==> config.mk <==
export PLATFORM = sky130hd
export DESIGN_NAME = wdogTop
export DESIGN_NICKNAME = d
export VERILOG_FILES = /design/src/rtl/wdogPkg.sv /design/src/rtl/wdogCtrl.sv /design/src/rtl/wdogDatapath.sv /design/src/rtl/wdogTop.sv
export SDC_FILE = /design/constraint.sdc
export NUM_CORES = 1
export LEC_CHECK = 0
export ABC_AREA = 1
export BUFFER_PORTS_ARGS = -buffer_cell sky130_fd_sc_hd__buf_2
export CAP_MARGIN = 10
export CORE_ASPECT_RATIO = 1.75
export CORE_UTILIZATION = 55
export CTS_BUF_LIST = sky130_fd_sc_hd__clkbuf_4 sky130_fd_sc_hd__clkbuf_8 sky130_fd_sc_hd__clkbuf_16
export DETAILED_ROUTE_END_ITERATION = 7
export HOLD_SLACK_MARGIN = 0.08
export PLACE_DENSITY_LB_ADDON = 0.15
export SETUP_SLACK_MARGIN = 0.2
export SYNTH_ARGS = -nofsm -noshare
export SYNTH_HDL_FRONTEND = slang
export SYNTH_HIERARCHICAL = 1
export SYNTH_SLANG_ARGS = --single-unit
==> constraint.sdc <==
create_clock -name clk -period 1.6 [get_ports clk]
set_input_delay 0.4 -clock clk [delete_from_list [all_inputs] [get_ports clk]]
set_output_delay 0.4 -clock clk [all_outputs]
set_load 0.02 [all_outputs]
==> src/rtl/wdogPkg.sv <==
package wdogPkg;
  localparam int FIELD_W = 8;
  localparam int DATA_W  = 16;
  localparam int ADDR_W  = 4;

  localparam logic [ADDR_W-1:0] ADDR_CTRL = 4'h0;
  localparam logic [ADDR_W-1:0] ADDR_SVC  = 4'h2;
  localparam logic [ADDR_W-1:0] ADDR_STAT = 4'h4;
  localparam logic [ADDR_W-1:0] ADDR_MISC = 4'h8;

  localparam logic [DATA_W-1:0] KEY_A = 16'h5555;
  localparam logic [DATA_W-1:0] KEY_B = 16'hAAAA;

  localparam int BIT_SUSP = 0;
  localparam int BIT_EN   = 2;
  localparam int BIT_WRE  = 3;
  localparam int BIT_SWRN = 4;
  localparam int BIT_CAUSE = 1;

  // strobes from control to datapath
  typedef struct packed {
    logic               reload;
    logic [FIELD_W-1:0] loadVal;
    logic               run;
    logic               freeze;
    logic               pdnOn;
  } wdogStrobeT;
endpackage

==> src/rtl/wdogCtrl.sv <==
module wdogCtrl
  import wdogPkg::*;
(
  input  logic              clk,
  input  logic              rstN,
  input  logic              tickEn,
  input  logic              lowPwr,
  input  logic              wrEn,
  input  logic [ADDR_W-1:0] addr,
  input  logic [DATA_W-1:0] wrData,
  input  logic              expire,
  output wdogStrobeT        strobe,
  output logic [DATA_W-1:0] rdData,
  output logic              rstReq,
  output logic              swRstReq
);
  logic [FIELD_W-1:0] fieldReg;
  logic enBit, wreBit, suspBit, suspDone;
  logic keyArmed, swSeen, causeBit, pdnEn;
  logic ctrlWr, svcWr, miscWr, enRise, keyDone, swWr;

  always_comb begin
    ctrlWr  = wrEn && (addr == ADDR_CTRL);
    svcWr   = wrEn && (addr == ADDR_SVC);
    miscWr  = wrEn && (addr == ADDR_MISC);
    enRise  = ctrlWr && wrData[BIT_EN] && !enBit;
    keyDone = svcWr && keyArmed && (wrData == KEY_B);
    swWr    = ctrlWr && !wrData[BIT_SWRN];
    strobe.reload  = enRise || keyDone;
    strobe.loadVal = ctrlWr ? wrData[DATA_W-1 -: FIELD_W] : fieldReg;
    strobe.run     = enBit;
    strobe.freeze  = suspBit && lowPwr;
    strobe.pdnOn   = pdnEn;
  end

  always_ff @(posedge clk or negedge rstN) begin
    if (!rstN) begin
      fieldReg <= '0;
      enBit    <= 1'b0;
      wreBit   <= 1'b0;
      suspBit  <= 1'b0;
      suspDone <= 1'b0;
    end else if (ctrlWr) begin
      fieldReg <= wrData[DATA_W-1 -: FIELD_W];
      wreBit   <= wrData[BIT_WRE];
      if (wrData[BIT_EN]) enBit <= 1'b1;
      if (!suspDone) begin
        suspBit  <= wrData[BIT_SUSP];
        suspDone <= 1'b1;
      end
    end
  end

  always_ff @(posedge clk or negedge rstN) begin
    if (!rstN) keyArmed <= 1'b0;
    else if (svcWr) keyArmed <= (wrData == KEY_A);
  end

  always_ff @(posedge clk or negedge rstN) begin
    if (!rstN) begin
      swSeen   <= 1'b0;
      swRstReq <= 1'b0;
    end else if (swWr) begin
      swSeen <= 1'b1;
      if (swSeen) swRstReq <= 1'b1;
    end else if (tickEn) begin
      swSeen <= 1'b0;
    end
  end

  always_ff @(posedge clk or negedge rstN) begin
    if (!rstN) begin
      causeBit <= 1'b0;
      rstReq   <= 1'b0;
    end else if (expire) begin
      causeBit <= 1'b1;
      if (!wreBit) rstReq <= 1'b1;
    end
  end

  always_ff @(posedge clk or negedge rstN) begin
    if (!rstN) pdnEn <= 1'b1;
    else if (miscWr && (wrData == '0)) pdnEn <= 1'b0;
  end

  always_comb begin
    rdData = '0;
    unique case (addr)
      ADDR_CTRL: begin
        rdData[DATA_W-1 -: FIELD_W] = fieldReg;
        rdData[BIT_SWRN] = !swRstReq;
        rdData[BIT_WRE]  = wreBit;
        rdData[BIT_EN]   = enBit;
        rdData[BIT_SUSP] = suspBit;
      end
      ADDR_STAT: rdData[BIT_CAUSE] = causeBit;
      ADDR_MISC: rdData[0] = pdnEn;
      default:   rdData = '0;
    endcase
  end


  en_sticky_chk: assert property (@(posedge clk) disable iff (!rstN) enBit |=> enBit);

  susp_once_chk: assert property (@(posedge clk) disable iff (!rstN) suspDone |=> $stable(suspBit));

  cause_set_chk: assert property (@(posedge clk) disable iff (!rstN) expire |=> causeBit);

  rst_hold_chk: assert property (@(posedge clk) disable iff (!rstN) rstReq |=> rstReq);

  sw_two_chk: assert property (@(posedge clk) disable iff (!rstN) $rose(swRstReq) |-> $past(swSeen));
endmodule

==> src/rtl/wdogDatapath.sv <==
module wdogDatapath
  import wdogPkg::*;
#(
  parameter int PDN_TICKS = 32
)(
  input  logic       clk,
  input  logic       rstN,
  input  logic       tickEn,
  input  wdogStrobeT strobe,
  output logic       expire,
  output logic       pdnOutN
);
  localparam int PDN_W = $clog2(PDN_TICKS + 1);
  localparam logic [PDN_W-1:0] PDN_LAST = PDN_W'(PDN_TICKS - 1);

  logic [FIELD_W-1:0] cnt;
  logic [PDN_W-1:0]   pdnCnt;
  logic               pdnDone;
  logic               tickGo;

  always_comb begin
    tickGo = tickEn && strobe.run && !strobe.freeze;
    expire = tickGo && (cnt == '0) && !strobe.reload;
  end

  always_ff @(posedge clk or negedge rstN) begin
    if (!rstN) cnt <= '0;
    else if (strobe.reload) cnt <= strobe.loadVal;
    else if (tickGo) cnt <= (cnt == '0) ? strobe.loadVal : cnt - 1'b1;
  end

  always_ff @(posedge clk or negedge rstN) begin
    if (!rstN) begin
      pdnCnt  <= '0;
      pdnDone <= 1'b0;
      pdnOutN <= 1'b1;
    end else begin
      pdnOutN <= 1'b1;
      if (tickEn && strobe.pdnOn && !pdnDone) begin
        if (pdnCnt == PDN_LAST) begin
          pdnDone <= 1'b1;
          pdnOutN <= 1'b0;
        end else begin
          pdnCnt <= pdnCnt + 1'b1;
        end
      end
    end
  end


  reload_val_chk: assert property (@(posedge clk) disable iff (!rstN)
    strobe.reload |=> cnt == $past(strobe.loadVal));

  freeze_hold_chk: assert property (@(posedge clk) disable iff (!rstN)
    (strobe.freeze && !strobe.reload) |=> $stable(cnt));

  pdn_pulse_chk: assert property (@(posedge clk) disable iff (!rstN) !pdnOutN |=> pdnOutN);
endmodule

==> src/rtl/wdogTop.sv <==
module wdogTop
  import wdogPkg::*;
#(
  parameter int PDN_TICKS = 32
)(
  input  logic              clk,
  input  logic              rstN,
  input  logic              tickEn,
  input  logic              lowPwr,
  input  logic              wrEn,
  input  logic [ADDR_W-1:0] addr,
  input  logic [DATA_W-1:0] wrData,
  output logic [DATA_W-1:0] rdData,
  output logic              rstReq,
  output logic              swRstReq,
  output logic              pdnOutN
);
  wdogStrobeT strobe;
  logic       expire;

  wdogCtrl uCtrl (
    .clk(clk), .rstN(rstN), .tickEn(tickEn), .lowPwr(lowPwr),
    .wrEn(wrEn), .addr(addr), .wrData(wrData), .expire(expire),
    .strobe(strobe), .rdData(rdData), .rstReq(rstReq), .swRstReq(swRstReq)
  );

  wdogDatapath #(.PDN_TICKS(PDN_TICKS)) uPath (
    .clk(clk), .rstN(rstN), .tickEn(tickEn), .strobe(strobe),
    .expire(expire), .pdnOutN(pdnOutN)
  );
endmodule

After elaboration in Yosys (flattened, before gate mapping)
Index checks and enable logic that the tools add are counted.
Storage, ports and cells
  register bits after elaboration: 34
  latch bits: 0
  bits in writable memories: 0
  ROM bits: 0
  bits of input ports: 25
  output and inout port bits: 19
  word-level logic and storage cells: 72
  memories kept: 0
Cells by class
  add/sub/neg operators: 2
  $mul: 0
  div/mod/pow operators: 0
  magnitude comparators: 0
  equality and inequality tests: 6
  shift operators: 0
  multiplexer cells: 12
  bitwise operators: 3
  reductions and logical operators: 34
Operators with widths (number)
  2-to-1 mux 8 bit: 5
  equality test 16 x 15 -> 1 bit (second input constant): 1
  equality test 16 bit (second input constant): 1
  logical AND 1 bit: 16
  zero test 16 bit: 1
  AND reduction 2 bit: 6
  zero test 8 bit: 1
  subtractor 8 x 1 -> 8 bit (second input constant): 1
  adder 6 x 1 -> 6 bit (second input constant): 1
  equality test 6 x 5 -> 1 bit (second input constant): 1
  zero test 1 bit: 6
  2-to-1 mux 1 bit: 5
  equality test 4 x 2 -> 1 bit (second input constant): 1
  equality test 4 x 3 -> 1 bit (second input constant): 1
  equality test 4 bit (second input constant): 1
  zero test 4 bit: 1
  nonzero test 2 bit: 2
  2-to-1 mux 3 bit: 1
  inverter 1 bit: 3
  one-hot mux 1 bit (2 select lines): 1
  logical OR 1 bit: 1

Depth between registers and ports, before layout
Gate-level depths: netlist (run 1).
  word-level depth: 8
  mapped depth: 13
  depth with buffers taken out: 13

Modules after synthesis
Netlist (run 1), hierarchy kept.
Modules (own cells, without submodules)
  wdogCtrl: instances 1, cells each 156, area an instance 1099.8 sq um, sequential area each 451.7 sq um
  wdogDatapath: instances 1, cells each 137, area an instance 1012.2 sq um, sequential area each 401.6 sq um

Worst setup path before layout (run 1)
No wires, ideal clock.
  path type: input to register
  start point: input addr[0]
  end point: register uPath.cnt[7]
  setup time: 0.065 ns
  arrival: 1.505 ns
  required time: 1.535 ns
  setup slack: 0.030 ns
  stages on the path: 12
  path buffers: 1
  cells stage by stage: nor2_4 > nand3_4 > clkinv_2 > buf_8 > nand3_2 > nand2_1 > inv_2 > nand2_4 > inv_2 > a21oi_1 > nand2_1 > nand2_1
RTL lines
  from (decl): line wdogTop.sv:11  | input logic [ADDR_W-1:0] addr,
  to (signal assigned): line wdogDatapath.sv:28  | else if (strobe.reload) cnt <= strobe.loadVal;
  to (signal assigned): line wdogDatapath.sv:29  | else if (tickGo) cnt <= (cnt == '0) ? strobe.loadVal : cnt - 1'b1;
  to (decl): line wdogDatapath.sv:16  | logic [FIELD_W-1:0] cnt;

Worst setup path in the final report (run 1)
  start point: input addr[1]
  end point: output rdData[2]
Between the ends
  longest elaborated chain between the ends: 2
Ends and longest elaborated chain
  zero test 4 bit: line wdogCtrl.sv:88  | unique case (addr)
  2-to-1 mux 3 bit: line wdogCtrl.sv:88
  to (decl): line wdogTop.sv:13  | output logic [DATA_W-1:0] rdData,
Every way passes these cells.

==> impl_metrics.py, run 1 <==
metrics = {
    "placement": {
        "post-dp-hpwl_mm": 3.91,
        "io_buffers": 40,
        "dpl_worst_slack_ns": -0.0529,
        "dpl_cell_area_um2": 2540,
        "gp_congestion": 0.857,
    },
    "power_and_ir_drop": {
        "p_int_w": 0.00180,
        "switching_share_pct": 37.7,
        "ir_drop_mv": 1.12,
        "p_comb_share_pct": 37.2,
        "switching_power_w": 0.00109,
        "power_frac_seq_pct": 39.7,
        "p_leak_nw": 1.58,
        "powerDensity_nw_per_um2": 959,
        "clockPowerShare_pct": 23.1,
    },
    "cts": {
        "cts-root-buf": "clkbuf_8",
        "clkTransAtPathRegs_ns": 0.07,
        "clk-insertion-delay-late_ns": 0.29,
        "cts_buffers": 5,
        "clk_path_buf_depth": 2,
        "cts.sinks": 34,
        "cts_tree": "built",
        "cts_htree_levels": 2,
    },
    "finish": {
        "fin_area_um2": 3020,
        "nets": 401,
        "largestRegisters": "uCtrl/fieldReg: 8 flops, uPath/cnt: 8 flops, uPath/pdnCnt: 6 flops",
        "diodes": 0,
        "drive_above_1_share_pct": 38.5,
        "num-fill-cells": 224,
        "syn_to_final_growth_pct": 42.8,
        "utilization_pct": 82.3,
        "layout.cells.most_common": "nand2_1",
        "layout_common_cells": "nand2_1 (76), inv_1 (48), buf_4 (34)",
    },
    "die": {
        "core_area_um2": 3660,
        "num_io_pins": 44,
        "die_x_um": 48.8,
        "die_h_um": 84.0,
        "start_util_pct": 57.6,
        "dieArea_um2": 4100,
        "rows": 29,
    },
    "timing": {
        "whs_ns": 0.379,
        "fin_ws_ns": 0.0575,
        "rsz0062_at_grt": "yes",
        "hold_viol": 0,
        "max_freq_ghz": 0.648,
        "min_period_ns": 1.54,
        "drv_slew": 0,
        "setup_viol": 0,
        "skew_ns": 0.00771,
        "fin_crit_sh_pct": 96.4,
        "setup_tns_ns": 0,
    },
    "logic_synthesis": {
        "ys_seq_area_share_pct": 40.4,
        "syn_avg_cell_area_um2": 7.21,
        "yosysWarnings": 6,
        "ys_ff_latch": 34,
        "ys_types": 33,
        "async_flop_share_pct": 100,
        "synth-edff-count": 0,
        "synth_flop_cell": "dfrtp_1",
        "synthCells": 293,
        "synth.cell_area_um2": 2110,
    },
    "grt": {
        "grt.overflow.total": 0,
        "grt_max_degree": 17,
        "grt_usage_pct": 29.2,
        "grt_pass1_vias": 2048,
        "antenna_found_initial": 0,
        "grt_pass1_wl_mm": 8.94,
    },
    "detailed_routing": {
        "drc": 0,
        "avgRoutedWirePerCell_um": 14.0,
        "routed_via_density": 5.14,
        "detail_route.first_pass.iterations": 4,
        "via_count": 2159,
        "drt_iter0_markers": 78,
        "wl_mm": 5.86,
        "ant_nets": 0,
    },
    "setup_path": {
        "crit_type": "in2out",
        "slowest_delay_ns": 0.17,
        "crit_chain": "buf_8 -> nor2_4 -> nand2_4 -> buf_12 -> nor2_2 -> buf_4",
        "worst-path-buf-inv": 3,
        "end_kind": "primary output",
        "required_ns": 1.20,
        "crit_path_max_fanout": 6,
        "crit_path_top_delay_cell": "nor2_4",
        "critPathTopFamily": "buffers and inverters",
        "worst_setup_path_start_kind": "input port",
        "critPathArrivalTime_ns": 1.14,
        "reg2reg_setup_slack_ns": 0.14,
    },
    "flow_run": {
        "cap_violations": 0,
    },
    "hold_path": {
        "hp-class": "in2reg",
    },
    "run_status": {
        "status": "finished clean",
    },
}
## metrics by stage
step           power [W]  instances
2_1_floorplan    0.00179        295
3_3_place_gp     0.00205        401
3_5_place_dp     0.00208        401
4_1_cts          0.00282        415
5_1_grt          0.00310        420
6_report         0.00289        420
## synth_stat cells (2+ instances only)
| master | number | area (µm²) |
|---|---|---|
| nand2_1 | 80 | 300 |
| inv_1 | 48 | 180 |
| nor2_1 | 47 | 176 |
| dfrtp_1 | 32 | 801 |
| nand3_1 | 17 | 85.1 |
| o21ai_1 | 7 | 35.0 |
| inv_2 | 6 | 22.5 |
| nand4_1 | 6 | 37.5 |
| xor2_1 | 6 | 52.6 |
| buf_4 | 5 | 37.5 |
| nor2_4 | 4 | 45.0 |
| o21ai_0 | 4 | 20.0 |
| o21ai_2 | 4 | 35.0 |
| ha_1 | 3 | 37.5 |
| dfstp_2 | 2 | 52.6 |
| nand2_2 | 2 | 12.5 |
| nand2_4 | 2 | 22.5 |
| nand3_2 | 2 | 20.0 |
| nor2_2 | 2 | 12.5 |
## timing repair
| item | CTS | global route |
|---|---|---|
| endpoints found under the setup margin | 24 | 28 |
| pin swaps | 11 | 11 |
| gates cloned | 1 | 0 |
| endpoints found under the hold margin | 12 | 0 |
| gates resized for setup | 50 | 31 |
| hold buffers | 1 | 0 |
| buffers inserted | 4 | 5 |
## power groups by stage
| stage | sequential (W) | combinational, W | clock (W) |
|---|---|---|---|
| floorplan | 0.00114 | 0.000654 | 0 |
| global placement | 0.00115 | 0.000903 | 0 |
| detailed placement | 0.00115 | 0.000928 | 0 |
| CTS | 0.00114 | 0.000990 | 0.000689 |
| global route | 0.00117 | 0.00120 | 0.000731 |
| finish | 0.00115 | 0.00108 | 0.000668 |
## layout make-up
type / instances / area, µm² / area share [%]
timing repair buffer: 78 / 621 / 20.6
sequential: 34 / 853 / 28.3
clock buffer: 7 / 90.1 / 2.99
tap: 46 / 57.6 / 1.91
clock inverter: 1 / 5.00 / 0.166
inverter: 55 / 213 / 7.05
multi-input combinational: 199 / 1180 / 39.0
## worst paths after layout
check	start	end	depth (start not counted)
min	tickEn	uCtrl/swSeen$_DFFE_PN0P_	2
max reg2reg	uCtrl/keyArmed$_DFFE_PN0P_	uPath/cnt[2]$_DFFE_PN0P_	11
min reg2reg	uCtrl/suspDone$_DFFE_PN0P_	uCtrl/suspDone$_DFFE_PN0P_	2
min in group asynchronous	rstN	uCtrl/swRstReq$_DFFE_PN0P_	2
max in group asynchronous	rstN	uPath/cnt[4]$_DFFE_PN0P_	3
max	addr[1]	rdData[2]	6
## per-layer routing
layer  GRT usage, %  vias up  share of wire [%]
li1               -     1041                  -
met1           29.6      999                 36
met2           52.0       91                 53
met3           5.46       28                4.1
met4           20.3        0                6.4
met5              0        -                  0
## cells by family after synthesis
kind of cell / after synthesis / synth area share [%]
and+or+nand+nor: 165 / 35.2
other: 1 / 0.178
xor gates and xnor gates: 7 / 2.90
DFF: 34 / 40.4
buffers and inverters: 63 / 13.1
adders and majority gates: 3 / 1.78
AOI/OAI and AO/OA: 20 / 6.46
Power figures use the tool's default switching activity.
==> run 2, diff against run 1 <==
==> constraint.sdc (replaced) <==
create_clock -name clk -period 1.6 [get_ports clk]
set_input_delay 0.4 -clock clk [delete_from_list [all_inputs] [get_ports clk]]
set_output_delay 0.4 -clock clk [all_outputs]
set_load 0.005 [all_outputs]
==> run 2 against run 1 <==
Fmax grew 1.8%. Utilization decreased by 2.3 points. Critical path depth stayed put. Setup slack improved by 0.027 ns. Clock-buffer cell count down 1. Clock power increased by 21%. Cell area decreased by 2.7%.
==> impl_metrics.py, run 2 (same netlist as run 1, synthesis figures left out) <==
metrics = {
    "timing": {
        "setup_viol": 0,
        "drv_slew": 0,
        "rsz0062_at_grt": "yes",
        "setup_tns_ns": 0,
        "fin_crit_sh_pct": 94.7,
        "min_period_ns": 1.52,
        "fin_ws_ns": 0.0845,
        "skew_ns": 0.00699,
        "hold_viol": 0,
        "max_freq_ghz": 0.660,
    },
    "setup_path": {
        "slowest_delay_ns": 0.16,
        "crit_path_top_delay_cell": "nor2_4",
        "worst_setup_path_start_kind": "input port",
        "critPathArrivalTime_ns": 1.12,
        "critPathTopFamily": "buffers and inverters",
        "crit_chain": "buf_8 -> nor2_4 -> nand2_4 -> buf_12 -> nor2_4 -> buf_2",
        "required_ns": 1.20,
        "cpMostUsedCell": "nor2_4",
        "worst-path-buf-inv": 3,
        "crit_type": "in2out",
        "end_kind": "primary output",
        "crit_path_max_fanout": 6,
    },
    "grt": {
        "antenna_found_initial": 0,
        "grt_pass1_wl_mm": 8.42,
        "grt.overflow.total": 0,
        "grt_pass1_vias": 2006,
        "grt_max_degree": 35,
        "grt_usage_pct": 27.1,
    },
    "cts": {
        "clk_path_buf_depth": 2,
        "cts_buffers": 5,
        "clkTransAtPathRegs_ns": 0.07,
        "cts-root-buf": "clkbuf_8",
        "clk-insertion-delay-late_ns": 0.29,
        "cts.sinks": 34,
        "cts_htree_levels": 2,
        "cts_tree": "built",
    },
    "detailed_routing": {
        "via_count": 2099,
        "detail_route.first_pass.iterations": 4,
        "drc": 0,
        "avgRoutedWirePerCell_um": 13.5,
        "routed_via_density": 5.06,
        "ant_nets": 0,
        "wl_mm": 5.60,
        "drt_iter0_markers": 53,
    },
    "die": {
        "num_io_pins": 44,
        "dieArea_um2": 4100,
        "die_x_um": 48.8,
        "die_h_um": 84.0,
        "rows": 29,
        "start_util_pct": 57.6,
        "core_area_um2": 3660,
    },
    "finish": {
        "layout_common_cells": "nand2_1 (75), inv_1 (46), buf_2 (37)",
        "utilization_pct": 80.0,
        "layout.cells.most_common": "nand2_1",
        "syn_to_final_growth_pct": 38.9,
        "diodes": 0,
        "largestRegisters": "uCtrl/fieldReg: 8 flops, uPath/cnt: 8 flops, uPath/pdnCnt: 6 flops",
        "nets": 396,
        "drive_above_1_share_pct": 38.8,
        "fin_cells": 415,
    },
    "placement": {
        "dpl_worst_slack_ns": -0.0667,
        "gp_congestion": 0.873,
        "io_buffers": 40,
        "post-dp-hpwl_mm": 3.83,
        "placedCellCount": 396,
    },
    "run_status": {
        "status": "finished clean",
    },
    "flow_run": {
        "cap_violations": 0,
    },
    "power_and_ir_drop": {
        "powerDensity_nw_per_um2": 1030,
        "finalPower_w": 0.00302,
        "ir_drop_mv": 0.889,
        "p_leak_nw": 1.54,
    },
    "hold_path": {
        "hp-class": "in2async",
    },
}
## run 2: cell type report
type	instances	area, µm²
clock buffers	6	76.3
clock inverters	2	37.5
fillers	242	732
inverters	55	215
multi-input cells	198	1190
flip-flops and latches	34	853
well taps	46	57.6
repair buffers	74	505
## run 2: power breakdown
group          internal (W)  total [W]  switching, W
Clock              0.000482   0.000809      0.000327
Sequential          0.00101    0.00115      0.000134
Combinational      0.000422    0.00106      0.000639
Total               0.00192    0.00302       0.00110
## run 2: worst reg2reg max path, cell delays in order (launching register included)
cell and delay, ns:
dfrtp_1 0.36, inv_1 0.05, nor2_1 0.09, nand3b_1 0.10
nor2_1 0.12, nand2_1 0.10, nand2_4 0.13, inv_6 0.06
o21ai_4 0.12, nand2_1 0.09, nand3_1 0.09, nand2_1 0.05
## run 2: stage by stage
stage          hold slack (ns)  instance area, µm²
6_report                 0.129                2930
5_1_grt                  0.170                2930
4_1_cts                  0.144                2740
3_5_place_dp             0.438                2480
2_1_floorplan            0.104                2120
3_3_place_gp             0.434                2480
## run 2: metal layers
metal	track usage (%)	vias to the layer above	share of wire (%)
met1	27.5	976	36
met3	3.28	26	3.3
li1	-	1031	-
met4	19.5	0	5.9
met2	49.4	66	54
met5	0	-	0
## run 2: worst paths after layout
check / depth (start not counted) / from / endpoint / slack (ns)
max: 6 / addr[1] / rdData[14] / 0.08
min: 2 / rstN / uPath/pdnCnt[5]$_DFFE_PN0P_ / 0.13
max reg2reg: 11 / uCtrl/keyArmed$_DFFE_PN0P_ / uPath/cnt[5]$_DFFE_PN0P_ / 0.15
min reg2reg: 2 / uCtrl/suspDone$_DFFE_PN0P_ / uCtrl/suspDone$_DFFE_PN0P_ / 0.46
max in group asynchronous: 2 / rstN / uCtrl/pdnEn$_DFFE_PN1P_ / 1.14
min in group clk: 2 / tickEn / uCtrl/swSeen$_DFFE_PN0P_ / 0.38
## run 2: timing repair
item,4_1_cts,5_1_grt
resized for setup,27,39
setup buffers,5,6
hold buffers,0,0
pin swaps,12,22
setup endpoints to repair,22,28
==> run 3, diff against run 2 <==
--- a/config.mk
+++ b/config.mk
@@ -13,7 +13,7 @@
 export CTS_BUF_LIST = sky130_fd_sc_hd__clkbuf_4 sky130_fd_sc_hd__clkbuf_8 sky130_fd_sc_hd__clkbuf_16
 export DETAILED_ROUTE_END_ITERATION = 7
 export HOLD_SLACK_MARGIN = 0.08
-export PLACE_DENSITY_LB_ADDON = 0.15
+export PLACE_DENSITY_LB_ADDON = 0.12
 export SETUP_SLACK_MARGIN = 0.2
 export SYNTH_ARGS = -nofsm -noshare
 export SYNTH_HDL_FRONTEND = slang
==> run 3 against run 2 <==
Register-to-register slack about the same. Flip-flop and latch count is the same. Setup slack better by 0.030 ns. First-iteration DRC count increased by 9.4%. Clock skew down 0.0042 ns. Global-route usage increased by 0.13 points. Die area stayed put.
==> impl_metrics.py, run 3 (same netlist as run 1, synthesis figures left out) <==
metrics = {
    "setup_path": {
        "reg2reg_setup_slack_ns": 0.16,
        "worst-path-buf-inv": 3,
        "slowest_delay_ns": 0.16,
        "critPathTopFamily": "buffers and inverters",
        "end_kind": "primary output",
        "r2r_cells": 7,
        "r2r-end": "uCtrl/rstReq$_DFFE_PN0P_",
        "cpMostUsedCell": "nor2_4",
        "required_ns": 1.20,
        "timing.rr.start": "uPath/cnt[0]$_DFFE_PN0P_",
        "crit_chain": "buf_6 -> nor2_4 -> nand2_2 -> buf_8 -> nor2_4 -> buf_2",
        "worst_setup_path_start_kind": "input port",
        "crit_path_max_fanout": 7,
        "crit_type": "in2out",
        "critPathArrivalTime_ns": 1.09,
        "crit_path_top_delay_cell": "buf_8",
    },
    "timing": {
        "skew_ns": 0.00283,
        "drv_slew": 0,
        "fin_crit_sh_pct": 92.8,
        "rsz0062_at_grt": "yes",
        "setup_tns_ns": 0,
        "min_period_ns": 1.49,
        "setup_viol": 0,
        "hold_viol": 0,
        "max_freq_ghz": 0.673,
    },
    "grt": {
        "antenna_found_initial": 0,
        "grt_max_degree": 35,
        "grt_pass1_vias": 2059,
        "grt.overflow.total": 0,
        "grt_usage_pct": 27.3,
        "grt_pass1_wl_mm": 8.56,
    },
    "finish": {
        "syn_to_final_growth_pct": 37.0,
        "layout_common_cells": "nand2_1 (75), inv_1 (47), buf_2 (36)",
        "layout.cells.most_common": "nand2_1",
        "diodes": 0,
        "largestRegisters": "uCtrl/fieldReg: 8 flops, uPath/cnt: 8 flops, uPath/pdnCnt: 6 flops",
        "multi_input_area_um2": 1130,
        "nets": 402,
        "utilization_pct": 79.0,
        "seq_area_um2": 853,
        "num-fill-cells": 271,
        "drive_above_1_share_pct": 38.4,
    },
    "detailed_routing": {
        "wl_mm": 5.34,
        "avgRoutedWirePerCell_um": 12.7,
        "via_count": 2046,
        "drt_iter0_markers": 58,
        "routed_via_density": 4.86,
        "detail_route.first_pass.iterations": 5,
        "ant_nets": 0,
        "drc": 0,
    },
    "power_and_ir_drop": {
        "powerDensity_nw_per_um2": 1000,
        "p_comb_share_pct": 36.9,
        "p_int_w": 0.00180,
        "switching_power_w": 0.00109,
        "p_leak_nw": 1.56,
        "power_frac_seq_pct": 39.6,
        "switching_share_pct": 37.8,
        "ir_drop_mv": 0.963,
        "clockPowerShare_pct": 23.5,
    },
    "cts": {
        "cts.sinks": 34,
        "clkTransAtPathRegs_ns": 0.07,
        "clk-insertion-delay-late_ns": 0.29,
        "holdBufCountCts": 0,
        "cts-root-buf": "clkbuf_8",
        "cts_htree_levels": 2,
        "clk_path_buf_depth": 2,
        "cts_tree": "built",
        "cts_buffers": 5,
    },
    "flow_run": {
        "cap_violations": 0,
    },
    "die": {
        "die_x_um": 48.8,
        "core_area_um2": 3660,
        "start_util_pct": 57.6,
        "num_io_pins": 44,
        "dieArea_um2": 4100,
        "die_h_um": 84.0,
        "rows": 29,
    },
    "run_status": {
        "status": "finished clean",
    },
    "placement": {
        "gp_congestion": 0.924,
        "io_buffers": 40,
        "post-dp-hpwl_mm": 3.72,
    },
    "hold_path": {
        "hp-class": "in2async",
    },
}
==> run 3: cell count changes in the layout (fill, tap and decap cells not counted), sizes merged <==
cell / before / now
buf: 74 / 79
bufinv: 1 / 0
clkbuf: 6 / 7
clkinv: 1 / 2
clkinvlp: 1 / 0
nor2: 53 / 54
==> run 3: how the worst max path moves through the flow <==
| stage | endpoint | cells after the start | from | slack, ns |
|---|---|---|---|---|
| floorplan | uPath/cnt[7]$_DFFE_PN0P_ | 12 | addr[1] | 0.09 |
| CTS | rdData[14] | 6 | addr[0] | 0.14 |
| global placement | uCtrl/rstReq$_DFFE_PN0P_ | 11 | wrData[11] | -0.11 |
| finish | rdData[8] | 6 | addr[1] | 0.11 |
| detailed placement | uCtrl/rstReq$_DFFE_PN0P_ | 11 | wrData[11] | -0.13 |
| global route | uCtrl/rstReq$_DFFE_PN0P_ | 7 | uPath/cnt[0]$_DFFE_PN0P_ | 0.07 |
==> run 3: layer usage <==
metal	GRT usage (%)	vias up	part of all wire, %
met3	3.64	12	3.8
li1	-	1044	-
met4	15.0	0	3.6
met2	50.4	52	53
met5	0	-	0
met1	28.7	938	39
==> run 3: final cells by class <==
type	instances	area share, %
multi-input combinational	199	39.2
sequential	34	29.5
timing repair buffer	79	18.8
inverter	55	7.26
clock buffer	7	3.11
tap	46	1.99
clock inverter	1	0.173
==> run 3: through the flow <==
stage	hold slack, ns	cells	instance area (µm²)	setup slack [ns]	total power (W)
detailed placement	0.447	403	2540	-0.125	0.00204
global route	0.178	421	2890	0.0723	0.00307
CTS	0.138	415	2730	0.139	0.00278
floorplan	0.104	295	2120	0.0923	0.00176
global placement	0.436	403	2540	-0.106	0.00202
finish	0.128	421	2890	0.114	0.00290
==> run 3: power groups by stage <==
stage | logic (W) | clock network, W | registers, W
after floorplan | 0.000637 | 0 | 0.00113
after global placement | 0.000873 | 0 | 0.00115
after detailed placement | 0.000892 | 0 | 0.00115
after CTS | 0.000943 | 0.000699 | 0.00114
after global routing | 0.00119 | 0.000719 | 0.00116
final | 0.00107 | 0.000682 | 0.00115
==> run 3: repair_timing <==
item	in CTS	in global routing
pin swaps	8	23
setup buffers	3	6
setup endpoints to repair	18	28
resized for setup	19	36
cloned	1	0
==> run 3: worst register-to-register path: cells and delay by family (launching register included) <==
kind,cells,cell delay [ns]
DFF,1,0.38
and+or+nand+nor,2,0.38
buffers and inverters,3,0.28
adders and majority gates,1,0.20
AOI/OAI and AO/OA,1,0.12
